$ cat src/rtl/hbs_pkg.sv
package hbs_pkg;

    typedef enum logic [1:0] {
        ST_IDLE  = 2'd0,
        ST_LEAD  = 2'd1,
        ST_ON    = 2'd2,
        ST_TRAIL = 2'd3
    } hbs_state_e;

    localparam logic SIDE_LO = 1'b0;
    localparam logic SIDE_HI = 1'b1;

    typedef struct packed {
        hbs_state_e state;
        logic       side;
        logic       phase;
        logic       stop;
        logic       pwm_prev;
    } hbs_seq_t;

endpackage

$ cat src/rtl/hbs_dead_timer.sv
module hbs_dead_timer #(
    parameter int W = 6
) (
    input  logic         clk,
    input  logic         rst_n,
    input  logic         load,
    input  logic [W-1:0] load_val,
    output logic         busy
);
    logic [W-1:0] cnt_d, cnt_q;

    always_comb begin
        cnt_d = cnt_q;
        if (load) begin
            cnt_d = load_val;
        end else if (cnt_q != '0) begin
            cnt_d = cnt_q - 1'b1;
        end
    end

    always_ff @(posedge clk or negedge rst_n) begin
        if (!rst_n) begin
            cnt_q <= '0;
        end else begin
            cnt_q <= cnt_d;
        end
    end

    assign busy = (cnt_q != '0);
endmodule

$ cat src/rtl/hbs_drive_map.sv
module hbs_drive_map
    import hbs_pkg::*;
(
    input  hbs_state_e state,
    input  logic       side,
    output logic [1:0] gate,
    output logic [1:0] sr_en
);
    for (genvar s = 0; s < 2; s++) begin : g_side
        logic mine;
        assign mine     = (side == 1'(s));
        assign gate[s]  = (state == ST_ON) && mine;
        assign sr_en[s] = !((state != ST_IDLE) && mine);
    end
endmodule

$ cat src/rtl/hbs_sequencer.sv
module hbs_sequencer
    import hbs_pkg::*;
#(
    parameter int DT_W = 6
) (
    input  logic            clk,
    input  logic            rst_n,
    input  logic            run_en,
    input  logic            pwm_in,
    input  logic [DT_W-1:0] dead_cnt,
    input  logic            hs_inhibit,
    output logic            gate_hi,
    output logic            gate_lo,
    output logic            sr_hi_en,
    output logic            sr_lo_en
);
    hbs_seq_t        seq_d, seq_q;
    logic [DT_W-1:0] dt_d, dt_q;
    logic            tmr_load;
    logic [DT_W-1:0] tmr_val;
    logic            tmr_busy;
    logic            pwm_rise;
    logic            hi_blocked;
    logic [1:0]      gate_v;
    logic [1:0]      sr_v;

    hbs_dead_timer #(.W(DT_W)) u_timer (
        .clk      (clk),
        .rst_n    (rst_n),
        .load     (tmr_load),
        .load_val (tmr_val),
        .busy     (tmr_busy)
    );

    assign pwm_rise   = pwm_in && !seq_q.pwm_prev;
    assign hi_blocked = hs_inhibit && (seq_q.side == SIDE_HI);

    always_comb begin
        seq_d          = seq_q;
        dt_d           = dt_q;
        tmr_load       = 1'b0;
        tmr_val        = dead_cnt;
        seq_d.pwm_prev = pwm_in;

        unique case (seq_q.state)
            ST_IDLE: begin
                if (!run_en) begin
                    seq_d.phase = SIDE_LO;
                end else if (pwm_rise) begin
                    if ((seq_q.phase == SIDE_HI) && hs_inhibit) begin
                        seq_d.phase = SIDE_LO;
                    end else begin
                        seq_d.state = ST_LEAD;
                        seq_d.side  = seq_q.phase;
                        seq_d.stop  = 1'b0;
                        dt_d        = dead_cnt;
                        tmr_load    = 1'b1;
                        tmr_val     = dead_cnt;
                    end
                end
            end
            ST_LEAD: begin
                if (!run_en) begin
                    seq_d.state = ST_IDLE;
                    seq_d.phase = SIDE_LO;
                end else if (!pwm_in) begin
                    seq_d.state = ST_IDLE;
                end else if (hi_blocked) begin
                    seq_d.state = ST_IDLE;
                    seq_d.phase = SIDE_LO;
                end else if (!tmr_busy) begin
                    seq_d.state = ST_ON;
                end
            end
            ST_ON: begin
                if (!run_en) begin
                    seq_d.stop = 1'b1;
                end
                if (!run_en || !pwm_in || hi_blocked) begin
                    seq_d.state = ST_TRAIL;
                    tmr_load    = 1'b1;
                    tmr_val     = dt_q;
                end
            end
            ST_TRAIL: begin
                if (!run_en) begin
                    seq_d.stop = 1'b1;
                end
                if (!tmr_busy) begin
                    seq_d.state = ST_IDLE;
                    if (run_en && !seq_q.stop) begin
                        seq_d.phase = !seq_q.side;
                    end else begin
                        seq_d.phase = SIDE_LO;
                    end
                end
            end
            default: seq_d.state = ST_IDLE;
        endcase
    end

    always_ff @(posedge clk or negedge rst_n) begin
        if (!rst_n) begin
            seq_q <= '{state: ST_IDLE, side: SIDE_LO, phase: SIDE_LO,
                       stop: 1'b0, pwm_prev: 1'b0};
            dt_q  <= '0;
        end else begin
            seq_q <= seq_d;
            dt_q  <= dt_d;
        end
    end

    hbs_drive_map u_map (
        .state (seq_q.state),
        .side  (seq_q.side),
        .gate  (gate_v),
        .sr_en (sr_v)
    );

    assign gate_lo  = gate_v[0];
    assign gate_hi  = gate_v[1];
    assign sr_lo_en = sr_v[0];
    assign sr_hi_en = sr_v[1];
endmodule

$ cat config.mk
export PLATFORM = sky130hd
export DESIGN_NAME = hbs_sequencer
export DESIGN_NICKNAME = d
export VERILOG_FILES = /design/src/rtl/hbs_pkg.sv /design/src/rtl/hbs_dead_timer.sv /design/src/rtl/hbs_drive_map.sv /design/src/rtl/hbs_sequencer.sv
export SDC_FILE = /design/constraint.sdc
export NUM_CORES = 1
export LEC_CHECK = 0
export BUFFER_PORTS_ARGS = -buffer_cell sky130_fd_sc_hd__buf_2
export CAP_MARGIN = 20
export CORE_MARGIN = 2
export CORE_UTILIZATION = 45
export CTS_BUF_LIST = sky130_fd_sc_hd__clkbuf_4
export CTS_CLUSTER_DIAMETER = 100
export CTS_CLUSTER_SIZE = 30
export DETAILED_ROUTE_END_ITERATION = 8
export PLACE_DENSITY = 0.74
export SKIP_CTS_REPAIR_TIMING = 1
export SYNTH_ARGS = -nofsm -noshare
export SYNTH_HDL_FRONTEND = slang
export SYNTH_SLANG_ARGS = --single-unit
$ cat constraint.sdc
create_clock -name clk -period 1.9 [get_ports clk]
set_input_delay 0.285 -clock clk [delete_from_list [all_inputs] [get_ports clk]]
set_output_delay 0.285 -clock clk [all_outputs]
set_load 0.05 [all_outputs]
## Word-level counts from Yosys, hierarchy flattened

Cells that the tools add are included.

- Bits in registers: 18
- Output and inout bits: 4
- Logic and storage cells: 83

- Reduce and logical (&&, ||, !) cells: 28
- Mux-type cells: 31
- Bitwise operators: 2
- Equal/unequal tests: 14
- Add/sub/neg operators: 1

Operators with widths:

| kind | number |
|---|---|
| 6-bit two-way mux | 4 |
| 1-bit two-way mux | 14 |
| 2-bit two-way mux | 6 |
| 2-bit inequality test, second input constant | 6 |
| 3-bit inequality test, second input constant | 4 |
| 6-bit AND reduction | 2 |
| 1-bit logical AND | 8 |
| 2-bit case mux with 4 select lines | 1 |
| 1-bit logical NOT | 7 |
| 3-bit two-way mux | 2 |
| 2-bit nonzero test | 3 |
| 6-bit nonzero test | 1 |
| 6-bit by 1-bit subtractor with 6-bit output, second input constant | 1 |
| 5-bit two-way mux | 1 |
| 5-bit inequality test, second input constant | 1 |
| 5-bit AND reduction | 1 |
| 2-bit == test, second input constant | 2 |
| 1-bit case mux with 2 select lines | 2 |
| 4-bit AND reduction | 1 |
| 1-bit case mux with 3 select lines | 1 |
| 3-bit nonzero test | 1 |
| 2-bit by 1-bit == test with 1-bit output, second input constant | 1 |
| 2-bit logical NOT | 1 |
| 1-bit logical OR | 2 |
| 2 further kinds | 3 |

## Longest topological paths before layout

Gate-level depths: netlist of run 1.

- Depth in word-level cells: 6
- Depth in mapped cells: 6

## By module

Synthesis of run 1 repeated with hierarchy kept, for this count alone.

- Cell total of the unflattened synthesis: 97
- Area total of the unflattened synthesis: 1069.8 µm²

By module, submodules not included:

| module | cells each | times used | area each (µm²) |
|---|---|---|---|
| hbs_sequencer | 53 | 1 | 651.9 |
| hbs_dead_timer | 40 | 1 | 384.1 |
| hbs_drive_map | 4 | 1 | 33.8 |

## Least setup slack after synthesis of run 1

No wires, ideal clock.

- Kind: register to output
- From: reg (tool-made name)
- To: out sr_hi_en
- Stages on the path, launching flop included: 3
- Slack: 8 ps
- Arrival time: 1607 ps
- Cells stage by stage: dfrtp_1 -> buf_2 -> o21ai_0

RTL lines:

| what | RTL line | source |
|---|---|---|
| end, declared | hbs_sequencer.sv:14 | `output logic sr_hi_en,` |

## Final worst setup path of run 1

- From: reg u_timer.cnt_q[0]
- To: reg u_timer.cnt_q[1]

- Cells in the longest elaborated chain, start to end: 3
- Elaborated cells on any way between the ends: 5
- Classes of those cells: add/sub (1); mux (2); reduce/logical (2)

Ends and longest elaborated chain:

| what | RTL line | source |
|---|---|---|
| start, declared | hbs_dead_timer.sv:10 | `logic [W-1:0] cnt_d, cnt_q;` |
| start signal, assigned | hbs_dead_timer.sv:25 | `cnt_q <= cnt_d;` |
| 6-bit by 1-bit subtractor with 6-bit output | hbs_dead_timer.sv:17 | `cnt_d = cnt_q - 1'b1;` |
| 6-bit two-way mux | hbs_dead_timer.sv:16 | `end else if (cnt_q != '0) begin` |
| 6-bit two-way mux | hbs_dead_timer.sv:14 | `if (load) begin` |

Parallel ways exist; a longest one is shown, timed or not. The select of a mux whose other input is x is not followed.
A chain may end at the register's enable or synchronous reset.

==> results of run 1 <==
==> per-stage QoR <==
stage / std cells / cell area [µm²] / util
final: 153 / 1117 / 0.5581
after global routing: 153 / 1117 / 0.5581
after CTS: 151 / 1100 / 0.5494
after detailed placement: 147 / 1074 / 0.5363
after global placement: 147 / 1074 / 0.5363
after floorplan: 108 / 974.7 / -
==> layout make-up <==
| class | instances | area (µm²) |
|---|---|---|
| Fill cell | 193 | 884.6 |
| Timing Repair Buffer | 19 | 110.1 |
| Clock buffer | 3 | 22.52 |
| Clock inverter | 1 | 3.754 |
| Inverter | 7 | 26.28 |
| Tap cell | 27 | 33.78 |
| Multi-Input combinational cell | 78 | 470.5 |
| Sequential cell | 18 | 450.4 |
==> registers in the layout, summed over array words and instances (netlist names), named ones only <==
signal,count
dt_q,6
u_timer.cnt_q,6
seq_q,5
==> layout by cell type (no fill, tap or decap), types with 2 or more instances in the layout <==
cell	n
buf_4	4
nor3_1	3
dfrtp_1	18
o21ai_0	10
clkbuf_4	3
o22ai_1	4
nand3_1	2
nand2_1	19
o211ai_1	2
a31oi_1	3
mux2i_1	4
nor2_1	7
a211oi_1	2
a21oi_1	3
buf_2	14
inv_1	7
==> cells by family after synthesis <==
kind of cell | Yosys count | share of synthesized area
fa+ha+maj | 1 | 0.01283
compound gates | 28 | 0.1746
mux | 6 | 0.06418
buf+inv | 12 | 0.05521
simple gates | 43 | 0.2311
flops | 18 | 0.4621
==> power groups by stage <==
stage	combinational, mW	clock (mW)	sequential, mW
finish	0.532	0.197	0.623
global route	0.607	0.208	0.643
CTS	0.512	0.202	0.623
detailed placement	0.509	0	0.631
global placement	0.490	0	0.624
floorplan	0.409	0	0.592
==> worst max-delay path, cell delays in order, from the launching register on <==
cell	delay, ns
dfrtp_1	0.42
inv_1	0.10
ha_1	0.18
or3b_4	0.41
nor2_4	0.11
mux2_1	0.34
a31oi_1	0.16
==> final timing paths <==
kind	startpoint	to	cells past startpoint
worst max-delay path	u_timer.cnt_q[0]	u_timer.cnt_q[1]	6
min in group asynchronous	rst_n	dt_q[0]	2
max in group asynchronous	rst_n	seq_q[2]	2
worst max register to register	u_timer.cnt_q[0]	u_timer.cnt_q[1]	6
worst min-delay path	pwm_in	seq_q[0]	1
worst min register to register	dt_q[1]	dt_q[1]	2
==> metal layers <==
layer	track usage	vias to the layer above	part of all wire
li1	-	417	-
met1	0.2237	410	0.44
met2	0.3289	20	0.49
met3	0.01786	9	0.023
met4	0.1171	0	0.045
met5	0	-	0
==> metrics.txt, run 1 <==
Die Y=just over 50 µm; Syn Inst Count=108; number of diodes=0; initial cell density of the core=0.4869; Worst EP required=around 2.1 ns; post-synthesis async set-or-reset flop share=1.000; cell area power density=~1200 mW/mm²; antenna violations before repair=0; Synth top area share=0.4621; total global routing overflow=0; most common flop cell mapped by yosys=dfrtp_1; CTS root buf=clkbuf_4; clock skew=0.007021 ns; slew margin rel.=0.6985; largest net degree at the start of global routing=19; Tcrit/Tclk final=0.9384; max frequency=0.5609 GHz; clock power share=0.145; Vias/cell=roughly 5.6; # nets final=139; I/O Pins=15; clk buf depth=2; Pwr Total=between 1 and 1.5 mW; GP Congestion=around 0.8; Skew-Pair Late Insertion Delay=0.30 ns; Routed Antenna Nets=0; Final Hold Slack=0.1640 ns; Post-synth EDFFs=0; Post-DP HPWL=1455 µm; worst slew pin tran=between 0.4 and 0.5 ns; TritonCTS Buffers=3; status=complete, no violations; htree depth=1; clk slew on worst S/H paths=0.10 ns; synthesized area=just under 0.001 mm²; vias in the first global route=~900; core box area=0.002002 mm²; Worst Setup Slack, final=0.1171 ns; top-count cell post-synth=nand2_1; Switching Fraction=0.3920; Worst VDD drop=0.0006312 V; initial detailed-routing violation count=15; reg-to-reg slack, setup=roughly 0.12 ns; drt drc=0; Pint=0.8216 mW; Pre-Repair DR Iteration Count=4; Routed WL=2044 µm; CTS tree=yes; CP Class=reg -> reg; Leakage=0.5146 nW; die span in x=50.54 µm; Final Hold Vio Count=0; Worst Path Arrival=2.01 ns; Port-buffer cells=14; die area=about 0.0026 mm²; CP endpoint kind=flop; RSZ-0062 raised after global routing=false; Worst setup SP type=flop; syn nets=between 100 and 150; global-route wire length before repair=3670 µm; Comb power frac=0.394; TNS Setup=0 ns; Tmin final=1.783 ns; register area share after synthesis=0.4621; Tot GR Track Use=0.1892; num rows=16; Setup WS pre-CTS=0.1322 ns; area grow syn2layout=14.63%; Avg WL per Cell=13.36 µm; Worst Path Max Fanout=4; share of layout cells above drive strength 1=0.2143; clock sink count=18; top post-synthesis cells by area=dfrtp_1 (46%), nand2_1 (7.3%), o21ai_0 (5.1%); register share of total power=0.461; Slew Limit Fails=0; via count=856; Worst Hold Class=in -> reg; max_cap viols=0; Synth area leader=dfrtp_1; top cells by count, synth=nand2_1 (19), dfrtp_1 (18), o21ai_0 (10), inv_1 (7), nor2_1 (7); Synth Area per Inst=~9.0 µm²; Netlist cell types=34; NetSw=between 0.5 and 0.6 mW; Ys Warns=0; Final setup viols=0; Synth Register Bits=18
Power figures use the tool's default switching activity.
==> run 2: changes to the inputs <==
--- a/config.mk
+++ b/config.mk
@@ -8,13 +8,14 @@
 export BUFFER_PORTS_ARGS = -buffer_cell sky130_fd_sc_hd__buf_2
 export CAP_MARGIN = 20
 export CORE_MARGIN = 2
-export CORE_UTILIZATION = 45
+export CORE_UTILIZATION = 30
 export CTS_BUF_LIST = sky130_fd_sc_hd__clkbuf_4
 export CTS_CLUSTER_DIAMETER = 100
 export CTS_CLUSTER_SIZE = 30
 export DETAILED_ROUTE_END_ITERATION = 8
-export PLACE_DENSITY = 0.74
+export PLACE_DENSITY = 0.55
 export SKIP_CTS_REPAIR_TIMING = 1
+export SLEW_MARGIN = 40
 export SYNTH_ARGS = -nofsm -noshare
 export SYNTH_HDL_FRONTEND = slang
 export SYNTH_SLANG_ARGS = --single-unit
==> metrics.txt, run 2 (synthesis results as in run 1) <==
status=complete, no violations; Routed WL=2022 µm (-1.1%); global-route wire length before repair=3360 µm (-8.4%); CP endpoint kind=flop; Worst Hold Class=in -> reg; Final Hold Vio Count=0 (unchanged); Final Util=0.3699 (-0.1882); die span in x=61 µm (+21%); most used cells in the layout excluding fill and tap cells=nand2_1 (19), dfrtp_1 (18), buf_2 (14); Skew-Pair Late Insertion Delay=0.29 ns (about the same); I/O Pins=15 (unchanged); Avg WL per Cell=11.89 µm (-11%); Worst Path Max Fanout=3 (-1); total global routing overflow=0 (unchanged); Leakage=0.5135 nW (-0.22%); reg-to-reg slack, setup=0.14 ns (+0.02 ns); Tot GR Track Use=0.1260 (-0.06318); RSZ-0062 raised after global routing=false; Post-DP HPWL=1510 µm (+3.8%); initial detailed-routing violation count=4 (-11); antenna violations before repair=0 (unchanged); Worst EP required=2.11 ns (about the same); cell area power density=1172 mW/mm² (-3.1%); Slew Limit Fails=0 (unchanged); Top Registers=dt_q x6, u_timer.cnt_q x6, seq_q x5; worst flop-to-flop path endpoint=u_timer.cnt_q[1]; Non-Filler Instances=170 (+11%); die area=0.003721 mm² (+46%); max frequency=0.5666 GHz (+1.0%); Worst VDD drop=0.0004015 V (-36%); Worst setup SP type=flop; number of diodes=0 (unchanged); initial cell density of the core=0.3167 (-0.1702); Vias/cell=4.818 (-14%); num rows=20 (+4); vias in the first global route=749 (-14%); CTS root buf=clkbuf_4; slew margin rel.=0.7003 (+0.001713); commonest non-fill, non-tap cell in the layout=nand2_1; htree depth=1 (unchanged); drt drc=0 (unchanged); Tmin final=1.765 ns (-0.01798 ns); Worst Setup Slack, final=0.1351 ns (+0.01798 ns); Port-buffer cells=14 (unchanged); Routed Antenna Nets=0 (unchanged); # nets final=139 (unchanged); max_cap viols=0 (unchanged); TritonCTS Buffers=3 (unchanged); # placed instances=164 (+12%); Tcrit/Tclk final=0.9289 (-0.009463); Die Y=61 µm (+21%); Setup WS pre-CTS=0.1138 ns (-0.01834 ns); CP Class=reg -> reg; R2R cell count=6 (unchanged); CTS tree=yes; Worst Path Arrival=1.98 ns (-0.03 ns); via count=819 (-4.3%); worst slew pin tran=0.4496 ns (-0.002570 ns); clock skew=0.0005504 ns (-0.006471 ns); TNS Setup=0 ns (unchanged); area grow syn2layout=16.82%; core box area=0.003078 mm² (+54%); share of layout cells above drive strength 1=0.2143 (unchanged); clk slew on worst S/H paths=0.10 ns (about the same); Final setup viols=0 (unchanged); clock sink count=18 (unchanged); largest net degree at the start of global routing=19 (unchanged); GP Congestion=0.7403 (-4.8%); clk buf depth=2 (unchanged); Setup crit end=u_timer.cnt_q[1]; Pre-Repair DR Iteration Count=4 (unchanged); CP Launch Point=u_timer.cnt_q[0]; R2R Path Start=u_timer.cnt_q[0]
[run 2: per-layer routing]
metal / track usage / vias up / share of wire
met4: 0.06522 / 0 / 0.0089
met2: 0.2104 / 8 / 0.51
met5: 0 / - / 0
met1: 0.1530 / 393 / 0.46
li1: - / 416 / -
met3: 0.02559 / 2 / 0.023
[run 2: worst min path at each step]
stage / slack (ns) / cells after the start / startpoint / to
finish: 0.16 / 1 / pwm_in / seq_q[0]
global route: 0.14 / 1 / pwm_in / seq_q[0]
CTS: -0.09 / 1 / rst_n / dt_q[0]
detailed placement: 0.25 / 1 / rst_n / seq_q[2]
global placement: 0.25 / 1 / rst_n / seq_q[3]
floorplan: -0.01 / 0 / rst_n / asynchronous set/reset pin
[run 2: per-stage QoR]
stage	hold slack, ns	power, mW	instance area, µm²
after floorplan	-0.01059	1.001	974.7
after global placement	0.2451	1.118	1095
after detailed placement	0.2475	1.138	1095
after CTS	-0.08653	1.339	1121
after global routing	0.1449	1.448	1139
final	0.1639	1.335	1139
[run 2: final cells by class]
| class | count | area, µm² |
|---|---|---|
| repair buffers | 19 | 110.1 |
| fillers | 329 | 1939 |
| flip-flops and latches | 18 | 450.4 |
| inverters | 7 | 26.28 |
| clock buffers | 3 | 22.52 |
| multi-input cells | 78 | 470.5 |
| clock inverters | 1 | 3.754 |
| well taps | 44 | 55.05 |
[run 2: critical path, stage by stage, from the launching register on]
cell and delay, ns:
dfrtp_1 0.41, inv_1 0.09, ha_1 0.18, or3b_4 0.41, nor2_4 0.11, mux2_1 0.32, a31oi_1 0.17
[run 2: power by group]
group	total, mW	switching, mW	internal (mW)	leakage [nW]
Combinational	0.514	0.277	0.237	0.273
Clock	0.192	0.116	0.0763	0.0154
Sequential	0.628	0.124	0.504	0.225
Total	1.33	0.517	0.818	0.513
==> run 3: changes to the inputs <==
--- a/config.mk
+++ b/config.mk
@@ -5,6 +5,7 @@
 export SDC_FILE = /design/constraint.sdc
 export NUM_CORES = 1
 export LEC_CHECK = 0
+export ABC_AREA = 1
 export BUFFER_PORTS_ARGS = -buffer_cell sky130_fd_sc_hd__buf_2
 export CAP_MARGIN = 20
 export CORE_MARGIN = 2
==> metrics.txt, run 3 <==
Skew-Pair Late Insertion Delay=0.28 ns (about the same); met1 GRT Util=0.1481 (-0.004927); Leakage=0.6457 nW (+26%); Avg WL per Cell=9.571 µm (-20%); Vias/cell=4.335 (-10%); Netlist cell types=27 (-21%); Port-buffer cells=14 (unchanged); total global routing overflow=0 (unchanged); clock sink count=18 (unchanged); GP Congestion=0.7821 (+5.6%); max_cap viols=0 (unchanged); Top Registers=dt_q x6, u_timer.cnt_q x6, seq_q x5; drt drc=0 (unchanged); GR Util met3=0.01056 (-0.01502); Tcrit/Tclk final=0.9001 (-0.02877); CTS root buf=clkbuf_4; top cells by count, synth=nand2_1 (45), dfrtp_1 (18), inv_1 (15), nor2_1 (15); post-synthesis async set-or-reset flop share=1.000 (unchanged); Die Y=64.07 µm (+5.0%); # nets final=171 (+23%); TritonCTS Buffers=3 (unchanged); Tot GR Track Use=0.1092 (-0.01679); most used cells in the layout excluding fill and tap cells=nand2_1 (45), dfrtp_1 (18), inv_1 (15), nor2_1 (15), buf_2 (14); fillcell total=370 (+12%); register area share after synthesis=0.4162 (-0.04595); clock skew=0.001473 ns (+0.0009227 ns); vias in the first global route=813 (+8.5%); Ys Warns=0 (unchanged); top post-synthesis cells by area=dfrtp_1 (42%), nand2_1 (16%), inv_1 (5.2%); die area=0.004104 mm² (+10%); Synth top area share=0.4162 (-0.04595); Pre-Repair DR Iteration Count=4 (unchanged); CP Class=reg -> out; largest net degree at the start of global routing=19 (unchanged); RSZ-0062 raised after global routing=false; CTS tree=yes; via count=880 (+7.4%); Slew Limit Fails=0 (unchanged); htree depth=1 (unchanged); initial detailed-routing violation count=10 (+6); Final Hold Slack=0.1679 ns (+0.003932 ns); antenna violations before repair=0 (unchanged); Multi-input gate area=531.8 µm² (+13%); gr busiest metal=met2; Synth Register Bits=18 (unchanged); Final Util=0.3607 (-0.009269); core box area=0.003390 mm² (+10%); Synth area leader=dfrtp_1; syn nets=152 (+27%); synthesized area=0.001082 mm² (+11%); commonest non-fill, non-tap cell in the layout=nand2_1; global-route wire length before repair=3539 µm (+5.3%); initial cell density of the core=0.3193 (+0.002639); die span in x=64.07 µm (+5.0%); Worst Hold Class=in -> reg; Routed WL=1943 µm (-3.9%); Final Hold Vio Count=0 (unchanged); TNS Setup=0 ns (unchanged); max frequency=0.5847 GHz (+3.2%); top-count cell post-synth=nand2_1; I/O Pins=15 (unchanged); Syn Inst Count=140 (+30%); Final setup viols=0 (unchanged); Worst Path Max Fanout=7 (+4); clk slew on worst S/H paths=0.09 ns (about the same); CP endpoint kind=output port; Pwr Total=1.264 mW (-5.3%); met2 global-route usage=0.1719 (-0.03857); Post-synth EDFFs=0 (unchanged); Tmin final=1.710 ns (-0.05466 ns); status=complete, no violations; Worst EP required=1.62 ns (-0.49 ns); slew margin rel.=0.7286 (+0.02835); Post-DP HPWL=1552 µm (+2.8%); Sequential Area=450.4 µm² (unchanged); number of diodes=0 (unchanged); Worst setup SP type=flop; most common flop cell mapped by yosys=dfrtp_1; clk buf depth=2 (unchanged); cell area power density=1034 mW/mm² (-12%); num rows=21 (+5.0%); worst slew pin tran=0.4071 ns (-0.04252 ns); share of layout cells above drive strength 1=0.2102 (-0.004095); Worst VDD drop=0.0004548 V (+13%); area grow syn2layout=12.95%; Worst Path Arrival=1.43 ns (-0.55 ns); Synth Area per Inst=7.731 µm² (-14%); Routed Antenna Nets=0 (unchanged)
==> run 3: cell count changes in the layout (fill, tap and decap cells not counted), moves of 4 or more <==
cell	change
nand2_1	+26
inv_1	+8
nor2_1	+8
buf_4	-4
mux2i_1	-4
nand3_1	+4
o21ai_0	-4
==> run 3: critical path, cell delays in order, from the launching register on <==
cell and delay, ns:
dfrtp_1 0.49, nor2_2 0.21, inv_1 0.10, nor2_1 0.09, buf_2 0.26
==> run 3: routing by layer <==
metal / part of all wire / routed length, µm
met1: 0.48 / 942
met2: 0.49 / 946
met5: 0 / 0
met4: 0.011 / 22
met3: 0.016 / 32
==> run 3: cells by family after synthesis <==
group / synth area share
buffers and inverters: 0.09248
XOR/XNOR: 0.04047
AO/OA/AOI/OAI: 0.05549
AND/OR/NAND/NOR: 0.3838
adder cells (fa/ha/maj): 0.01156
flip-flops: 0.4162
==> run 3: path summary, 6_finish.rpt <==
| kind | from | to | slack, ns | depth (start not counted) |
|---|---|---|---|---|
| max in group asynchronous | rst_n | u_timer.cnt_q[1] | 1.15 | 2 |
| min in group asynchronous | rst_n | seq_q[3] | 0.46 | 2 |
| worst max register to register | seq_q[4] | u_timer.cnt_q[5] | 0.42 | 8 |
| worst max-delay path | seq_q[4] | gate_hi | 0.19 | 4 |
| worst min register to register | dt_q[5] | dt_q[5] | 0.49 | 1 |
| worst min-delay path | pwm_in | seq_q[0] | 0.17 | 1 |
==> run 3: power breakdown <==
part	internal [mW]	switching, mW	total [mW]
logic	0.213	0.293	0.506
registers	0.500	0.0787	0.579
clock network	0.0734	0.106	0.179
==> run 3: through the flow <==
stage	setup slack [ns]	cell area [µm²]	std cells
after floorplan	0.2517	1082	140
after global placement	0.4221	1190	199
after detailed placement	0.4045	1190	199
after CTS	0.1718	1212	202
after global routing	0.03433	1222	203
final	0.1897	1222	203
==> run 3: cell type report <==
type | count | share of cell area
multi-input combinational | 101 | 0.4350
sequential | 18 | 0.3685
timing repair buffer | 15 | 0.06551
inverter | 20 | 0.06551
tap | 46 | 0.04708
clock buffer | 3 | 0.01842
